===== config.mk =====
export PLATFORM = sky130hd
export DESIGN_NAME = mbox_responder
export DESIGN_NICKNAME = d
export VERILOG_FILES = /design/src/rtl/mbox_responder.sv
export SDC_FILE = /design/constraint.sdc
export NUM_CORES = 1
export LEC_CHECK = 0
export CAP_MARGIN = 5
export CORE_MARGIN = 4
export CORE_UTILIZATION = 40
export DETAILED_ROUTE_END_ITERATION = 10
export DONT_BUFFER_PORTS = 1
export PLACE_DENSITY = 0.51
export SLEW_MARGIN = 15
export SYNTH_ARGS = -nofsm -noshare
export SYNTH_HDL_FRONTEND = slang
export SYNTH_SLANG_ARGS = --single-unit

===== constraint.sdc =====
create_clock -name clk -period 5.4 [get_ports clk]
set_clock_uncertainty 0.2 [all_clocks]
set_input_delay 0.27 -clock clk [delete_from_list [all_inputs] [get_ports clk]]
set_output_delay 0.27 -clock clk [all_outputs]
set_load 0.05 [all_outputs]

===== src/rtl/mbox_responder.sv =====
module mbox_responder #(
  parameter int DEPTH = 16
) (
  input  logic        clk,
  input  logic        rst_n,
  input  logic        reg_wr,
  input  logic [1:0]  reg_addr,
  input  logic [31:0] reg_wdata,
  output logic [31:0] reg_rdata,
  output logic        hreq_valid,
  output logic [31:0] hreq_data,
  output logic        hreq_last,
  input  logic        hreq_ready,
  input  logic        hrsp_valid,
  input  logic [31:0] hrsp_data,
  input  logic        hrsp_last,
  output logic        hrsp_ready
);
  localparam int AW = (DEPTH > 1) ? $clog2(DEPTH) : 1;
  localparam int CW = $clog2(DEPTH + 1);
  localparam logic [CW-1:0] FULL = CW'(DEPTH);
  localparam logic [AW-1:0] LASTP = AW'(DEPTH - 1);

  typedef enum logic [1:0] {S_IDLE, S_SEND, S_WAIT} st_t;
  st_t st;

  logic [31:0] qmem [DEPTH];
  logic [31:0] pmem [DEPTH];
  logic [AW-1:0] q_wp, q_rp, p_wp, p_rp;
  logic [CW-1:0] q_cnt, p_cnt;
  logic [17:0] hdr_len;
  logic busy, err, rdy;

  wire wr_ctl  = reg_wr && reg_addr == 2'd0;
  wire abort   = wr_ctl && reg_wdata[0];
  wire go      = wr_ctl && reg_wdata[1] && !reg_wdata[0];
  wire wr_dat  = reg_wr && reg_addr == 2'd2;
  wire wr_pop  = reg_wr && reg_addr == 2'd3;

  wire [18:0] exp_len = (hdr_len == 18'd0) ? 19'h40000 : {1'b0, hdr_len};
  wire len_ok    = (32'(q_cnt) == 32'(exp_len)) && (q_cnt >= CW'(2));
  wire go_ok     = go && !busy && !err;
  wire q_push    = wr_dat && !busy && q_cnt != FULL;
  wire q_pop     = st == S_SEND && hreq_ready;
  wire q_flush   = abort || (go_ok && !len_ok);
  wire p_push    = st == S_WAIT && hrsp_valid && p_cnt != FULL;
  wire p_pop     = wr_pop && rdy;
  wire p_flush   = abort || go_ok;

  assign hreq_valid = st == S_SEND;
  assign hreq_data  = qmem[q_rp];
  assign hreq_last  = q_cnt == CW'(1);
  assign hrsp_ready = st == S_WAIT;

  always_comb begin
    case (reg_addr)
      2'd1:    reg_rdata = {29'd0, rdy, err, busy};
      2'd3:    reg_rdata = rdy ? pmem[p_rp] : 32'd0;
      default: reg_rdata = 32'd0;
    endcase
  end

  always_ff @(posedge clk) begin
    if (q_push) qmem[q_wp] <= reg_wdata;
    if (p_push) pmem[p_wp] <= hrsp_data;
  end

  always_ff @(posedge clk) begin
    if (!rst_n || q_flush) begin
      q_wp <= '0; q_rp <= '0; q_cnt <= '0;
    end else begin
      if (q_push) begin
        q_wp <= (q_wp == LASTP) ? '0 : q_wp + 1'b1;
        if (q_cnt == CW'(1)) hdr_len <= reg_wdata[17:0];
      end
      if (q_pop) q_rp <= (q_rp == LASTP) ? '0 : q_rp + 1'b1;
      q_cnt <= q_cnt + CW'(q_push) - CW'(q_pop);
    end
  end

  always_ff @(posedge clk) begin
    if (!rst_n || p_flush) begin
      p_wp <= '0; p_rp <= '0; p_cnt <= '0;
    end else begin
      if (p_push) p_wp <= (p_wp == LASTP) ? '0 : p_wp + 1'b1;
      if (p_pop)  p_rp <= (p_rp == LASTP) ? '0 : p_rp + 1'b1;
      p_cnt <= p_cnt + CW'(p_push) - CW'(p_pop);
    end
  end

  always_ff @(posedge clk) begin
    if (!rst_n || abort) begin
      st <= S_IDLE; busy <= 1'b0; err <= 1'b0; rdy <= 1'b0;
    end else begin
      if ((wr_dat && (busy || q_cnt == FULL)) || (go && busy) ||
          (go_ok && !len_ok) ||
          (st == S_WAIT && hrsp_valid && p_cnt == FULL))
        err <= 1'b1;
      if (go_ok) begin
        rdy <= 1'b0;
        if (len_ok) begin
          busy <= 1'b1;
          st   <= S_SEND;
        end
      end
      if (q_pop && q_cnt == CW'(1)) st <= S_WAIT;
      if (st == S_WAIT && hrsp_valid && hrsp_last) begin
        st   <= S_IDLE;
        busy <= 1'b0;
        rdy  <= (p_cnt != '0) || p_push;
      end
      if (p_pop && p_cnt == CW'(1)) rdy <= 1'b0;
    end
  end

  p_ready_idle_r3: assert property (@(posedge clk) disable iff (!rst_n)
    rdy |-> !busy);
  p_ready_data_r4: assert property (@(posedge clk) disable iff (!rst_n)
    rdy |-> p_cnt != '0);
  p_busy_start_r2: assert property (@(posedge clk) disable iff (!rst_n)
    $rose(busy) |-> $past(reg_wr && reg_addr == 2'd0 && reg_wdata[1]));
  p_send_busy_r2: assert property (@(posedge clk) disable iff (!rst_n)
    hreq_valid |-> busy);
  p_mismatch_r6: assert property (@(posedge clk) disable iff (!rst_n)
    (go_ok && !len_ok && !abort) |=> (err && !busy && q_cnt == '0));
  p_abort_clr_r9: assert property (@(posedge clk) disable iff (!rst_n)
    abort |=> (!busy && !err && !rdy && q_cnt == '0 && p_cnt == '0));
  p_no_overflow_r7: assert property (@(posedge clk) disable iff (!rst_n)
    q_cnt <= FULL && p_cnt <= FULL);
endmodule


==> reports/results.ini <==
[critical_path]
crit_chain = buf_4 > mux4_2 > mux2i_1 > o22ai_1 > buf_4
cp_slowest_cell = dfxtp_4
crit_top_cell = buf_4
cp.arrival_ns = 3.49
slowest_delay_ns = 1.06
cp-end-kind = output port
critical_path_class = reg -> out
cp-start-kind = flip-flop
path_delay_family = flip-flops
cp_max_fo = 47
worstPathRequired_ns = 4.93
critical_path_buf_inv_count = 2

[yosys]
ys.flop_type = edfxtp_1
synth_edf_count = 1042
ys_ff_latch = 1081
synth_top_area_cell = edfxtp_1
netlist_area_um2 = 41400
synthArstFlopShare_pct = 0
synth_area_leaders = edfxtp_1 76%, mux4_2 16%, dfxtp_1 1.9%, mux2i_1 1.6%, ha_1 0.75%
netlist_instances = 1791
syn_area_per_cell_um2 = 23.1
synth_top_area_share_pct = 75.5
synthesis.nets = 1890
seq_area_frac_synth_pct = 77.4
yosysWarningCount = 0
synth.distinct_cells = 54

[global_routing]
grt_max_degree = 59
grt_antenna_before_repair = 11
grt_usage_pct = 17.3
overflow = 0
grt_pass1_wl_um = 138000
grt_pass1_vias = 20000

[power]
p_seq_share_pct = 53.5
clockPowerShare_pct = 45.0
p_sw_w = 0.00336
intPower_w = 0.0138
p_comb_share_pct = 1.5
p_leak_nw = 14.4
power_density_nw_per_um2 = 358
swShare_pct = 19.5
ir_worst_vdd_mv = 0.257

[sta]
fmax_mhz = 253
relSlewSlack_pct = 19.6
final.setup.tns_ns = 0
rsz0062_at_grt = no
slew_violations = 0
hold_viol = 0
post-route-min-period_ns = 3.96
min_period_over_period_pct = 73.3
layout_setup_ws_ns = 1.44
tightest_slew_ns = 1.22
finalSetupViolCount = 0

[cells_and_area]
area_growth_pct = 15.9
stdcell_count = 3437
final_core_util_pct = 46.9
nets = 2070
final_area_um2 = 48000
drive_above_1_share_pct = 28.4

[cts]
cts_root_buf = clkbuf_16
cts_buffers = 113
path_clk_slew_ns = 0.06
insertion_delay_ns = 0.69
ctsResizeCount = 0
cts-htree-levels = 3
clockBufferDepth = 3
cts_tree = done
cts_sinks = 1081

[run]
cap_violations = 0

[worst_hold_path]
hp-class = in -> reg

[placed_design]
dp.cells = 3146
dp_hpwl_um = 52400
port-buffer-count = 0
gp_congestion = 0.724
dpl-instance-area_um2 = 43500
pre_cts_slack_ns = 1.67

[die]
die_h_um = 330
io-pin-count = 139
core.rowCount = 117
die-area_um2 = 109000
fp.coreArea_um2 = 102000
fp.dieW_um = 330
initial_core_util_pct = 40.5

[drt]
drt_iter0_drc = 1490
route.detailed.drc = 0
postRouteAntennaNets = 0
finalWirelength_um = 92800
vias = 18600
dr.pass1.iters = 4
post_drt_wl_per_cell_um = 27.0
viasPerCell = 5.42

[run_status]
status = completed

-- stage by stage --
step	hold slack, ns	power (W)
3_3_place_gp	0.170	0.00950
5_1_grt	0.191	0.0178
6_report	0.146	0.0172
3_5_place_dp	0.170	0.00950
2_1_floorplan	0.169	0.00948
4_1_cts	0.0902	0.0174
-- Yosys cell counts, types with 6 or more instances --
cell type / instances
edfxtp_1: 1042
mux4_2: 289
mux2i_1: 66
dfxtp_1: 39
nor2_1: 37
clkbuf_1: 28
o22ai_1: 28
ha_1: 25
buf_2: 24
nand2_1: 23
inv_1: 22
a21oi_1: 19
buf_4: 18
buf_1: 14
and2_1: 11
nor2_2: 10
o21ai_0: 9
nor3_1: 8
xnor2_1: 8
nor2b_1: 6
xor2_1: 6
-- logic make-up after synthesis --
kind of cell               after synthesis  synth area share, %
AOI/OAI and AO/OA                       72                 1.08
xor gates and xnor gates                14                0.296
adders and majority gates               27                0.852
buffers and inverters                  109                 1.26
DFF                                   1081                 77.4
muxes                                  356                 17.3
and+or+nand+nor                        132                 1.78
-- power by group through the flow --
stage | combinational (W) | sequential, W | clock [W]
after floorplan | 0.0000899 | 0.00939 | 0
after global routing | 0.000288 | 0.00920 | 0.00830
final | 0.000264 | 0.00921 | 0.00774
after CTS | 0.000268 | 0.00921 | 0.00793
after detailed placement | 0.000114 | 0.00939 | 0
after global placement | 0.000114 | 0.00938 | 0
-- worst paths after layout --
check | slack (ns) | cells past startpoint | startpoint | endpoint
worst max-delay path | 1.44 | 5 | flip-flop | reg_rdata[14]
worst min-delay path | 0.15 | 4 | reg_addr[0] | flip-flop
worst max register to register | 1.72 | 7 | p_cnt[2]$_SDFF_PP0_ | pmem[3][19]$_DFFE_PP_
worst min register to register | 0.30 | 2 | q_rp[3]$_SDFFE_PP0P_ | flip-flop
-- metal layers --
layer	up-vias	share of wire [%]	wire, µm	global-route usage [%]
li1	7960	-	-	-
met1	10100	41	38000	22.8
met2	416	51	47700	29.7
met3	154	5.1	4750	3.43
met4	16	2.3	2160	4.64
met5	-	0.13	116	0
-- state kept, by name (all words and copies together), names as in the netlist, 5 cells and up, named ones only --
signal	count
hdr_len	18
qmem	512
p_cnt	5
pmem	512
q_cnt	5
-- cell type report --
cell class                      instances  area, µm²
Inverter                               23       86.3
Timing Repair Buffer                  151       1430
Tap cell                             1368       1710
Clock inverter                         74        781
Antenna cell                            3       7.51
Fill cell                            8402      54300
Clock buffer                          136       2940
Multi-Input combinational cell        601       8980
Sequential cell                      1081      32100
-- placed cells by master (no fill, tap or decap), types with 4 or more instances in the layout --
master and instances:
o21ai_0 7, or3_1 4, xnor2_1 8, edfxtp_1 1042
inv_1 22, and2_2 8, nor2_1 24, nor2_4 13
xor2_1 6, dfxtp_4 5, nor3_2 5, buf_12 5
dlygate4sd3_1 78, clkbuf_1 22, clkinv_1 24, nand2b_1 4
nor2_2 10, ha_1 25, clkbuf_16 114, mux2i_1 66
o22ai_1 28, a31oi_1 4, nand3_1 4, bufinv_16 15
nor2b_1 6, buf_4 66, mux4_2 289, clkinvlp_4 6
clkinv_2 22, dfxtp_1 32, nand2_1 23, a21oi_1 19
-- worst reg2reg max path: cells and delay by family, from the launching register on --
family	cells	cell delay (ns)
AND/OR/NAND/NOR	4	1.97
adder cells (fa/ha/maj)	1	0.20
buffers and inverters	2	0.50
flip-flops	1	0.36
-- repair_timing --
action	4_1_cts	5_1_grt
buffers inserted	0	0
endpoints found under the hold margin	1092	0
hold buffers	78	0
(Power assumes the default switching activity.)
